**src/rtl/mbx_pkg.sv**
```systemverilog
// Package for the mailbox: bus widths, register kinds and address helpers.
// Assumes byte addressing with word-aligned registers.
package mbx_pkg;

    localparam int DATA_W = 32;
    localparam int ADDR_W = 12;

    typedef enum logic [2:0] {
        RK_NONE,
        RK_IDENT,
        RK_MSG,
        RK_FULL,
        RK_LEVEL,
        RK_STAT,
        RK_ENSET,
        RK_ENCLR
    } reg_kind_e;

    function automatic logic [ADDR_W-1:0] msg_addr(input int m);
        return ADDR_W'(12'h040 + 4 * m);
    endfunction

    function automatic logic [ADDR_W-1:0] full_addr(input int m);
        return ADDR_W'(12'h080 + 4 * m);
    endfunction

    function automatic logic [ADDR_W-1:0] level_addr(input int m);
        return ADDR_W'(12'h0C0 + 4 * m);
    endfunction

    function automatic logic [ADDR_W-1:0] stat_addr(input int u);
        return ADDR_W'(12'h104 + 16 * u);
    endfunction

    function automatic logic [ADDR_W-1:0] enset_addr(input int u);
        return ADDR_W'(12'h108 + 16 * u);
    endfunction

    function automatic logic [ADDR_W-1:0] enclr_addr(input int u);
        return ADDR_W'(12'h10C + 16 * u);
    endfunction

endpackage

```
**src/rtl/mbx_queue.sv**
```systemverilog
// One message queue: a circular buffer with push, pop and a fill counter.
// Assumes DEPTH >= 2. A push to a full queue and a pop of an empty queue
// are ignored. The head word reads as 0 when the queue is empty.
module mbx_queue #(
    parameter int DEPTH = 4,
    parameter int WIDTH = 32,
    localparam int PTR_W = $clog2(DEPTH),
    localparam int CNT_W = $clog2(DEPTH + 1)
) (
    input  logic             clk,
    input  logic             rst_n,
    input  logic             push,
    input  logic             pop,
    input  logic [WIDTH-1:0] wdata,
    output logic [WIDTH-1:0] head,
    output logic [CNT_W-1:0] count,
    output logic             full,
    output logic             empty
);

    logic [WIDTH-1:0] mem [DEPTH];
    logic [PTR_W-1:0] wr_ptr;
    logic [PTR_W-1:0] rd_ptr;
    logic             do_push;
    logic             do_pop;

    // Status of the queue taken from the counter.
    always_comb begin
        full    = (count == CNT_W'(DEPTH));
        empty   = (count == '0);
        do_push = push && !full;
        do_pop  = pop && !empty;
        head    = empty ? '0 : mem[rd_ptr];
    end

    // Advance the pointers and the counter for accepted requests.
    always_ff @(posedge clk) begin
        if (!rst_n) begin
            wr_ptr <= '0;
            rd_ptr <= '0;
            count  <= '0;
        end else begin
            if (do_push)
                wr_ptr <= (wr_ptr == PTR_W'(DEPTH - 1)) ? '0 : wr_ptr + 1'b1;
            if (do_pop)
                rd_ptr <= (rd_ptr == PTR_W'(DEPTH - 1)) ? '0 : rd_ptr + 1'b1;
            if (do_push && !do_pop)
                count <= count + 1'b1;
            else if (do_pop && !do_push)
                count <= count - 1'b1;
        end
    end

    // Store an accepted word. Storage needs no reset.
    always_ff @(posedge clk) begin
        if (do_push)
            mem[wr_ptr] <= wdata;
    end

endmodule

```
**src/rtl/mbx_user_bank.sv**
```systemverilog
// Interrupt bank for one user. It holds a status word and an enable word.
// Status bits are cleared by writing 1 and re-set by level events, and the
// set wins over a clear in the same cycle. The enable word has separate set
// and clear strobes. The interrupt output is the OR of status AND enable.
module mbx_user_bank #(
    parameter int EV_W = 8
) (
    input  logic            clk,
    input  logic            rst_n,
    input  logic [EV_W-1:0] ev_level,
    input  logic            st_clr,
    input  logic            en_set,
    input  logic            en_clr,
    input  logic [EV_W-1:0] wbits,
    output logic [EV_W-1:0] status,
    output logic [EV_W-1:0] enable,
    output logic            irq
);

    logic [EV_W-1:0] clr_mask;
    logic [EV_W-1:0] set_mask;
    logic [EV_W-1:0] off_mask;

    // Turn the write strobes into bit masks.
    always_comb begin
        clr_mask = st_clr ? wbits : '0;
        set_mask = en_set ? wbits : '0;
        off_mask = en_clr ? wbits : '0;
    end

    // Latch events into status and clear the bits that software acknowledges.
    always_ff @(posedge clk) begin
        if (!rst_n)
            status <= '0;
        else
            status <= (status & ~clr_mask) | ev_level;
    end

    // Update the enable word from the set and clear registers.
    always_ff @(posedge clk) begin
        if (!rst_n)
            enable <= '0;
        else
            enable <= (enable | set_mask) & ~off_mask;
    end

    // Drive the interrupt from status bits that are enabled.
    always_comb begin
        irq = |(status & enable);
    end

endmodule

```
**src/rtl/mbx_decode.sv**
```systemverilog
// Address decoder. It turns a bus strobe and address into one-hot
// per-queue and per-user strobes, plus a register kind and index for the
// read multiplexer. Addresses that match no register give RK_NONE.
module mbx_decode
    import mbx_pkg::*;
#(
    parameter int NUM_FIFOS = 4,
    parameter int NUM_USERS = 3,
    parameter int IDX_W     = 3
) (
    input  logic                 bus_wr,
    input  logic                 bus_rd,
    input  logic [ADDR_W-1:0]    bus_addr,
    output logic [NUM_FIFOS-1:0] push,
    output logic [NUM_FIFOS-1:0] pop,
    output logic [NUM_USERS-1:0] st_clr,
    output logic [NUM_USERS-1:0] en_set,
    output logic [NUM_USERS-1:0] en_clr,
    output reg_kind_e            sel_kind,
    output logic [IDX_W-1:0]     sel_idx
);

    // Compare the address with every register of every queue and user.
    always_comb begin
        push     = '0;
        pop      = '0;
        st_clr   = '0;
        en_set   = '0;
        en_clr   = '0;
        sel_kind = RK_NONE;
        sel_idx  = '0;
        if (bus_addr == '0)
            sel_kind = RK_IDENT;
        for (int m = 0; m < NUM_FIFOS; m++) begin
            if (bus_addr == msg_addr(m)) begin
                sel_kind = RK_MSG;
                sel_idx  = IDX_W'(m);
                push[m]  = bus_wr;
                pop[m]   = bus_rd;
            end
            if (bus_addr == full_addr(m)) begin
                sel_kind = RK_FULL;
                sel_idx  = IDX_W'(m);
            end
            if (bus_addr == level_addr(m)) begin
                sel_kind = RK_LEVEL;
                sel_idx  = IDX_W'(m);
            end
        end
        for (int u = 0; u < NUM_USERS; u++) begin
            if (bus_addr == stat_addr(u)) begin
                sel_kind  = RK_STAT;
                sel_idx   = IDX_W'(u);
                st_clr[u] = bus_wr;
            end
            if (bus_addr == enset_addr(u)) begin
                sel_kind  = RK_ENSET;
                sel_idx   = IDX_W'(u);
                en_set[u] = bus_wr;
            end
            if (bus_addr == enclr_addr(u)) begin
                sel_kind  = RK_ENCLR;
                sel_idx   = IDX_W'(u);
                en_clr[u] = bus_wr;
            end
        end
    end

endmodule

```
**src/rtl/ipc_mailbox.sv**
```systemverilog
// Top of the interprocessor mailbox. It has NUM_FIFOS queues and NUM_USERS
// interrupt banks behind a single-beat register bus. Each queue's holds-data
// and has-room levels go to every bank. Read data is registered on the edge
// that samples bus_rd and held until the next read.
// Assumes at most one of bus_wr and bus_rd is high per cycle, and
// NUM_FIFOS <= 16 so that the event word fits in a bus word.
module ipc_mailbox
    import mbx_pkg::*;
#(
    parameter int          NUM_FIFOS  = 4,
    parameter int          FIFO_DEPTH = 4,
    parameter int          NUM_USERS  = 3,
    parameter logic [31:0] REVISION   = 32'h0001_0200
) (
    input  logic                 clk,
    input  logic                 rst_n,
    input  logic                 bus_wr,
    input  logic                 bus_rd,
    input  logic [11:0]          bus_addr,
    input  logic [31:0]          bus_wdata,
    output logic [31:0]          bus_rdata,
    output logic [NUM_USERS-1:0] irq_o
);

    localparam int CNT_W = $clog2(FIFO_DEPTH + 1);
    localparam int EV_W  = 2 * NUM_FIFOS;
    localparam int MAX_N = (NUM_FIFOS > NUM_USERS) ? NUM_FIFOS : NUM_USERS;
    localparam int IDX_W = $clog2(MAX_N + 1);

    logic [NUM_FIFOS-1:0]             push;
    logic [NUM_FIFOS-1:0]             pop;
    logic [NUM_USERS-1:0]             st_clr;
    logic [NUM_USERS-1:0]             en_set;
    logic [NUM_USERS-1:0]             en_clr;
    reg_kind_e                        sel_kind;
    logic [IDX_W-1:0]                 sel_idx;
    logic [NUM_FIFOS-1:0][DATA_W-1:0] fifo_head;
    logic [NUM_FIFOS-1:0][CNT_W-1:0]  fifo_cnt;
    logic [NUM_FIFOS-1:0]             fifo_full;
    logic [NUM_FIFOS-1:0]             fifo_empty;
    logic [EV_W-1:0]                  ev_level;
    logic [NUM_USERS-1:0][EV_W-1:0]   usr_status;
    logic [NUM_USERS-1:0][EV_W-1:0]   usr_enable;
    logic [DATA_W-1:0]                rd_word;

    mbx_decode #(
        .NUM_FIFOS (NUM_FIFOS),
        .NUM_USERS (NUM_USERS),
        .IDX_W     (IDX_W)
    ) decode_i (
        .bus_wr   (bus_wr),
        .bus_rd   (bus_rd),
        .bus_addr (bus_addr),
        .push     (push),
        .pop      (pop),
        .st_clr   (st_clr),
        .en_set   (en_set),
        .en_clr   (en_clr),
        .sel_kind (sel_kind),
        .sel_idx  (sel_idx)
    );

    for (genvar m = 0; m < NUM_FIFOS; m++) begin : g_queue
        mbx_queue #(
            .DEPTH (FIFO_DEPTH),
            .WIDTH (DATA_W)
        ) queue_i (
            .clk   (clk),
            .rst_n (rst_n),
            .push  (push[m]),
            .pop   (pop[m]),
            .wdata (bus_wdata),
            .head  (fifo_head[m]),
            .count (fifo_cnt[m]),
            .full  (fifo_full[m]),
            .empty (fifo_empty[m])
        );

        // Pair the two level events of this queue: holds data, has room.
        always_comb begin
            ev_level[2*m]     = !fifo_empty[m];
            ev_level[2*m + 1] = !fifo_full[m];
        end
    end

    for (genvar u = 0; u < NUM_USERS; u++) begin : g_user
        mbx_user_bank #(
            .EV_W (EV_W)
        ) bank_i (
            .clk      (clk),
            .rst_n    (rst_n),
            .ev_level (ev_level),
            .st_clr   (st_clr[u]),
            .en_set   (en_set[u]),
            .en_clr   (en_clr[u]),
            .wbits    (bus_wdata[EV_W-1:0]),
            .status   (usr_status[u]),
            .enable   (usr_enable[u]),
            .irq      (irq_o[u])
        );
    end

    // Select the word of the addressed register for a read.
    always_comb begin
        rd_word = '0;
        case (sel_kind)
            RK_IDENT: rd_word = REVISION;
            RK_MSG, RK_FULL, RK_LEVEL: begin
                for (int m = 0; m < NUM_FIFOS; m++) begin
                    if (sel_idx == IDX_W'(m)) begin
                        if (sel_kind == RK_MSG)
                            rd_word = fifo_head[m];
                        else if (sel_kind == RK_FULL)
                            rd_word = DATA_W'(fifo_full[m]);
                        else
                            rd_word = DATA_W'(fifo_cnt[m]);
                    end
                end
            end
            RK_STAT, RK_ENSET, RK_ENCLR: begin
                for (int u = 0; u < NUM_USERS; u++) begin
                    if (sel_idx == IDX_W'(u)) begin
                        if (sel_kind == RK_STAT)
                            rd_word = DATA_W'(usr_status[u]);
                        else
                            rd_word = DATA_W'(usr_enable[u]);
                    end
                end
            end
            default: rd_word = '0;
        endcase
    end

    // Register the read word and hold it until the next read.
    always_ff @(posedge clk) begin
        if (!rst_n)
            bus_rdata <= '0;
        else if (bus_rd)
            bus_rdata <= rd_word;
    end

endmodule

```
**config.mk**
```make
export PLATFORM = sky130hd
export DESIGN_NAME = ipc_mailbox
export DESIGN_NICKNAME = d
export VERILOG_FILES = /design/src/rtl/mbx_pkg.sv /design/src/rtl/mbx_queue.sv /design/src/rtl/mbx_user_bank.sv /design/src/rtl/mbx_decode.sv /design/src/rtl/ipc_mailbox.sv
export SDC_FILE = /design/constraint.sdc
export NUM_CORES = 1
export LEC_CHECK = 0
export BUFFER_PORTS_ARGS = -buffer_cell sky130_fd_sc_hd__buf_4
export CAP_MARGIN = 20
export CORE_AREA = 2 2 237 180
export CTS_CLUSTER_DIAMETER = 40
export DETAILED_ROUTE_END_ITERATION = 10
export DIE_AREA = 0 0 239 182
export HOLD_SLACK_MARGIN = 0.1
export PLACE_DENSITY = 0.79
export SLEW_MARGIN = 20
export SYNTH_ARGS = -nofsm -noshare
export SYNTH_HDL_FRONTEND = slang
export SYNTH_SLANG_ARGS = --single-unit
```
**constraint.sdc**
```tcl
create_clock -name clk -period 3.42 [get_ports clk]
set_input_delay 0.342 -clock clk [delete_from_list [all_inputs] [get_ports clk]]
set_output_delay 0.342 -clock clk [all_outputs]
set_load 0.02 [all_outputs]
```
==> impl_metrics.py, run 1 <==
metrics = {
    "outcome": {
        "outcome": "completed",
    },
    "placement": {
        "numPortBuffers": 82,
        "dp.final_hpwl_um": 35400,
        "globalplace.congestion": 0.937,
        "dp_worst_setup_slack_ns": 0.155,
    },
    "timing": {
        "final.setup.worst_slack_ns": 0.697,
        "fmax_ghz": 0.367,
        "report.final.setup_viol": 0,
        "slew-limit-headroom_pct": 44.6,
        "report.final.slew_viol_count": 0,
        "fin_crit_ns": 2.72,
        "timing_worst_slew_pin_value_ns": 0.824,
        "final_min_period_over_clock_period_pct": 79.6,
        "clock-skew-final_ns": 0.0347,
        "timing.final.hold_violations": 0,
        "grt_setup_unrepaired": "false",
        "setup-tns-final_ns": 0,
    },
    "global_routing": {
        "grt-ovfl-total": 0,
        "grt_pass1_vias": 15300,
        "gr-usage-all-layers_pct": 29.9,
        "grt_pass1_wl_um": 94800,
        "grt_max_degree": 78,
        "antenna_found_initial": 0,
    },
    "yosys": {
        "synthArstFlopShare_pct": 0,
        "yosys.cell_types.count": 77,
        "synth_edf_count": 512,
        "synth.avg_cell_area_um2": 16.8,
        "ys_ff_latch": 628,
        "synthFlopType": "edfxtp_1",
        "syn-instance-count": 1507,
        "syn_area_mm2": 0.0253,
        "share_of_synthesized_area_occupied_by_flip_flops_and_latches_pct": 70.0,
        "yosys_warnings": 0,
        "postSynthNetCount": 1583,
    },
    "drt": {
        "post_dr_vias_cell": 6.67,
        "drt_first_iter_violations": 2133,
        "dr.pass1.iters": 6,
        "count_of_unresolved_drc_violations_after_routing": 0,
        "avgRoutedWirePerCell_um": 28.3,
        "num_vias": 14900,
        "postRouteWirelength_um": 63300,
        "antenna_violating_nets_post_route": 0,
    },
    "cts": {
        "cts-htree-levels": 3,
        "cts_sink_cnt": 628,
        "clk_latency_ns": 0.60,
        "clock_tree_from_tritoncts": "built",
        "cts-root-to-sink-buffers": 3,
        "clock-root-buffer": "clkbuf_16",
        "cts-resized-gates": 0,
        "cts.clk_slew.worst_paths_ns": 0.06,
        "cts_inserted_buffers": 66,
    },
    "critical_path": {
        "timing.critical_path.from_type": "input port",
        "crit_start": "bus_addr[9]",
        "crit_type": "in -> reg",
        "crit_family": "simple AND/OR/NAND/NOR gates",
        "cp.arrival_ns": 3.23,
        "cpMaxStageDelayCell": "nor4_4",
        "crit_path_end_kind": "flop",
        "cp.required_ns": 3.93,
        "timing.critical_path.cells": "buf_4 -> nor4_4 -> nand2b_1 -> nor3_2 -> and3_1 -> ha_1 -> inv_1 -> fa_1 -> xor2_1 -> or3_1 -> a21boi_0",
        "crit-reg2reg-launch": "g_queue[3].queue_i.count[0]",
        "timing.critical_path.fanout_max": 7,
        "worst-path-buf-inv": 2,
        "delay_of_the_slowest_cell_on_the_worst_path_ns": 0.41,
    },
    "floorplanning": {
        "die_y_um": 182,
        "die_area_mm2": 0.0435,
        "fp.coreArea_mm2": 0.0415,
        "dieWidth_um": 239,
        "rows": 65,
        "ios": 83,
        "starting_density_of_the_core_pct": 61.0,
    },
    "power": {
        "irDropWorstVdd_mv": 0.336,
        "cellLeakagePower_nw": 9.59,
        "power_per_cell_area_mw_per_mm2": 533,
    },
    "job": {
        "max_cap_violations": 0,
    },
    "layout": {
        "insertedDiodeCount": 0,
        "fillCellCount": 2521,
        "final_layout_size_suffix_gt1_share_pct": 24.5,
        "finish.net_count": 1728,
        "area.growth.synth_to_final_pct": 15.8,
    },
    "min_path": {
        "holdCritStartpoint": "bus_wdata[4]",
        "timing.hold.worst.class": "in -> reg",
    },
}
==> final cells by class <==
cell class,count,area (µm²),area share [%]
Sequential cell,628,17700,60.5
Multi-Input combinational cell,784,7220,24.7
Clock buffer,79,1750,5.98
Timing Repair Buffer,158,1480,5.07
Tap cell,536,671,2.29
Clock inverter,41,398,1.36
Inverter,14,52.6,0.179
==> what timing repair did <==
| action | in CTS | in global routing |
|---|---|---|
| endpoints found under the setup margin | 0 | 0 |
| hold buffers | 24 | 0 |
| buffers inserted | 0 | 0 |
| hold endpoints to repair | 384 | 0 |
==> worst register-to-register path: stages (launching register included) <==
cell      delay [ns]
dfxtp_1         0.40
or3_1           0.59
nand3_1         0.28
ha_1            0.22
inv_1           0.06
fa_1            0.38
xor2_1          0.18
or3_1           0.30
a21boi_0        0.19
==> routing by layer <==
metal / up-vias / global-route usage [%] / routed length, µm
li1: 6217 / - / -
met1: 7550 / 42.6 / 24300
met2: 1010 / 46.6 / 30000
met3: 158 / 6.34 / 7150
met4: 0 / 10.4 / 1890
met5: - / 0 / 0
==> path summary, 6_finish.rpt <==
kind,to,slack (ns),cells past startpoint
worst max-delay path,g_queue[0].queue_i.count[2],0.70,11
worst min-delay path,g_queue[0].queue_i.mem[0][4],0.15,1
worst max register to register,g_queue[3].queue_i.count[2],0.73,8
worst min register to register,bus_rdata[27],0.46,2
==> flip-flops by register name, summed over array words and instances (netlist names), named ones only <==
signal and cells:
g_queue.queue_i.mem 512, g_user.bank_i.enable 24, g_queue.queue_i.wr_ptr 8, g_user.bank_i.status 24, bus_rdata 32, g_queue.queue_i.count 12, g_queue.queue_i.rd_ptr 8
==> cells by family after synthesis <==
kind of cell             Yosys count  share of synthesized area [%]
AO/OA/AOI/OAI                    217                           5.99
multiplexers                     168                           13.0
AND/OR/NAND/NOR                  362                           7.54
flip-flops                       628                           70.0
adder cells (fa/ha/maj)           28                           1.50
XOR/XNOR                           9                          0.312
buffers and inverters             95                           1.68
==> synth_stat cells (all sizes together), types with 24 or more instances <==
library cell	instances	area (µm²)
dfxtp	116	2320
buf	38	211
mux4	128	2880
ha	24	300
and2	24	150
clkbuf	43	161
nor2	58	223
edfxtp	512	15400
mux2i	34	340
o21ai	41	205
nor2b	60	375
nand2	134	505
a21oi	53	277
==> metrics by stage <==
step	std cells	util, %	power (W)	hold slack (ns)	instance area [µm²]
2_1_floorplan	1507	-	0.00852	0.441	25300
3_3_place_gp	2096	64.8	0.00866	0.442	26900
3_5_place_dp	2096	64.8	0.00867	0.445	26900
4_1_cts	2240	70.6	0.0157	0.116	29300
5_1_grt	2240	70.6	0.0160	0.133	29300
6_report	2240	70.6	0.0156	0.146	29300
==> placed cells by master (no fill, tap or decap), types with 9 or more instances in the layout <==
cell | synthesis | final
edfxtp_1 | 512 | 512
dlygate4sd3_1 | 0 | 24
a21oi_1 | 52 | 52
ha_1 | 24 | 24
mux4_2 | 128 | 128
buf_4 | 9 | 115
a22o_1 | 23 | 23
mux2i_1 | 34 | 34
dfxtp_1 | 116 | 108
nor2b_1 | 60 | 59
a211oi_1 | 22 | 22
clkbuf_1 | 43 | 9
and2_2 | 0 | 16
nand3_1 | 19 | 19
nand2_1 | 133 | 133
a22oi_1 | 12 | 12
nor2_1 | 56 | 56
nor3_1 | 10 | 10
buf_12 | 0 | 19
a21boi_0 | 13 | 13
or3_1 | 13 | 13
clkinv_1 | 0 | 11
inv_1 | 14 | 14
o21ai_0 | 18 | 18
o21ai_1 | 23 | 23
clkbuf_16 | 0 | 67
==> power by group <==
| part | internal [W] | switching, W | leakage (nW) |
|---|---|---|---|
| sequential | 0.00826 | 0.00000705 | 5.54 |
| combinational | 0.0000886 | 0.000181 | 3.00 |
| clock | 0.00404 | 0.00304 | 1.05 |
| total | 0.0124 | 0.00323 | 9.59 |
Power figures use the tool's default switching activity.
==> run 2, diff against run 1 <==
- CORE_AREA: 2 2 237 180 -> 2 2 249 190
- DIE_AREA: 0 0 239 182 -> 0 0 251 192
- PLACE_DENSITY: 0.79 -> 0.75
- clock period: 3.42 -> 2.5 ns (I/O delays scaled with it)
==> run 2 against run 1 <==
Routed wire length down 4.6%; die area up 11%; clock power up 47%; worst hold slack better by 0.10 ns.
==> impl_metrics.py, run 2 (synthesis results as in run 1) <==
metrics = {
    "critical_path": {
        "setup.reg_to_reg.worst_slack_ns": 0.23,
        "cp.required_ns": 3.01,
        "crit-reg2reg-launch": "g_queue[3].queue_i.count[2]",
        "timing.critical_path.fanout_max": 6,
        "cp.arrival_ns": 2.79,
        "reg2regPathDepth": 8,
        "crit_path_end_kind": "flop",
        "crit-reg2reg-capture": "g_queue[3].queue_i.count[2]",
        "timing.critical_path.from_type": "flop",
        "crit_type": "reg -> reg",
    },
    "floorplanning": {
        "die_y_um": 192,
        "fp.coreArea_mm2": 0.0456,
        "die_area_mm2": 0.0482,
        "ios": 83,
        "rows": 68,
        "dieWidth_um": 251,
        "starting_density_of_the_core_pct": 55.5,
    },
    "cts": {
        "clk_latency_ns": 0.60,
        "clock_tree_from_tritoncts": "built",
        "cts_inserted_buffers": 68,
        "cts-root-to-sink-buffers": 3,
        "cts-htree-levels": 3,
        "clock-root-buffer": "clkbuf_16",
        "cts.clk_slew.worst_paths_ns": 0.06,
        "cts_sink_cnt": 628,
        "cts-resized-gates": 0,
    },
    "power": {
        "totalPowerFinal_w": 0.0221,
        "irDropWorstVdd_mv": 0.554,
        "cellLeakagePower_nw": 10.2,
        "power_per_cell_area_mw_per_mm2": 727,
    },
    "layout": {
        "registers.top_by_ff_count": "g_queue.queue_i.mem",
        "area.growth.synth_to_final_pct": 20.5,
        "mostFrequentLayoutCells": "edfxtp_1 (512), buf_4 (178), nand2_1 (132), mux4_2 (128), dfxtp_1 (108)",
        "largest_register_ffs": 512,
        "finish.net_count": 1817,
        "largest_registers": "g_queue.queue_i.mem: 512 flops, bus_rdata: 32 flops",
        "post-route-util_pct": 66.8,
        "final_layout_size_suffix_gt1_share_pct": 28.6,
        "finish.cell_count_without_fillers": 2393,
        "final_common_cell": "edfxtp_1",
    },
    "timing": {
        "report.final.slew_viol_count": 0,
        "final.setup.worst_slack_ns": 0.226,
        "final_min_period_over_clock_period_pct": 91.0,
        "finalHoldWorstSlack_ns": 0.248,
        "clock-skew-final_ns": 0.0234,
        "grt_setup_unrepaired": "false",
        "fin_crit_ns": 2.27,
        "timing_worst_slew_pin_value_ns": 0.629,
        "slew-limit-headroom_pct": 58.1,
        "fmax_ghz": 0.440,
        "timing.final.hold_violations": 0,
        "report.final.setup_viol": 0,
    },
    "drt": {
        "dr.pass1.iters": 5,
        "postRouteWirelength_um": 60400,
        "antenna_violating_nets_post_route": 0,
        "num_vias": 14800,
        "post_dr_vias_cell": 6.17,
        "count_of_unresolved_drc_violations_after_routing": 0,
        "avgRoutedWirePerCell_um": 25.2,
        "drt_first_iter_violations": 1789,
    },
    "min_path": {
        "timing.hold.worst.class": "in -> reg",
        "holdCritStartpoint": "bus_addr[3]",
        "min_delay_worst_endpoint": "g_queue[1].queue_i.wr_ptr[1]",
        "min_delay_path_depth": 5,
    },
    "placement": {
        "place.detailed.instances": 2233,
        "globalplace.congestion": 0.895,
        "dp.final_hpwl_um": 37800,
        "numPortBuffers": 82,
        "dp_worst_setup_slack_ns": -0.213,
    },
    "global_routing": {
        "grt_max_degree": 49,
        "antenna_found_initial": 1,
        "grt-ovfl-total": 0,
        "grt_pass1_wl_um": 91000,
        "gr-usage-all-layers_pct": 25.6,
        "grt_pass1_vias": 14900,
    },
    "outcome": {
        "outcome": "completed",
    },
    "job": {
        "max_cap_violations": 0,
    },
}
## run 2: cell type report
| type | count | area [µm²] |
|---|---|---|
| flip-flops and latches | 628 | 17700 |
| well taps | 595 | 744 |
| clock inverters | 37 | 465 |
| inverters | 14 | 52.6 |
| repair buffers | 245 | 2350 |
| clock buffers | 89 | 1900 |
| multi-input cells | 784 | 7260 |
| diodes | 1 | 2.50 |
| fillers | 2915 | 15100 |
## run 2: how the worst max path moves through the flow
stage               cells after the start                   startpoint  slack (ns)                          end
floorplan                              13                 bus_addr[10]       -0.33  g_queue[1].queue_i.count[2]
global placement                       12                 bus_addr[10]       -0.17  g_queue[1].queue_i.count[2]
detailed placement                     12                 bus_addr[10]       -0.21  g_queue[3].queue_i.count[2]
CTS                                     6                         flop        0.18                bus_rdata[22]
global route                            6                         flop        0.07                bus_rdata[22]
finish                                  8  g_queue[3].queue_i.count[2]        0.23  g_queue[3].queue_i.count[2]
## run 2: repair_timing
action | 4_1_cts | 5_1_grt
hold buffers | 33 | 0
endpoints found under the setup margin | 0 | 0
setup buffers | 0 | 0
hold endpoints to repair | 564 | 0
## run 2: metal layers
layer / global-route usage (%) / vias to the layer above / share of wire [%]
li1: - / 6411 / -
met2: 39.5 / 730 / 46
met1: 36.8 / 7527 / 42
met5: 0.204 / - / 0
met4: 7.72 / 0 / 2.4
met3: 6.08 / 100 / 9.9
## run 2: critical path, stage by stage (launching register included)
cell      delay [ns]
dfxtp_1         0.38
or3_1           0.41
nand3_1         0.13
ha_1            0.19
inv_1           0.06
fa_1            0.37
xor2_1          0.17
or3_1           0.32
a21boi_0        0.17
## run 2: report_power, final
| part | leakage (nW) | switching [W] | internal, W |
|---|---|---|---|
| logic | 3.49 | 0.000260 | 0.000147 |
| clock network | 1.15 | 0.00421 | 0.00623 |
| registers | 5.54 | 0.00000900 | 0.0113 |
| total | 10.2 | 0.00448 | 0.0177 |
## run 2: through the flow
step / TNS (ns) / area (µm²)
2_1_floorplan: -4.55 / 25400
3_3_place_gp: -0.653 / 27800
3_5_place_dp: -1.41 / 27800
4_1_cts: 0 / 30500
5_1_grt: 0 / 30500
6_report: 0 / 30500
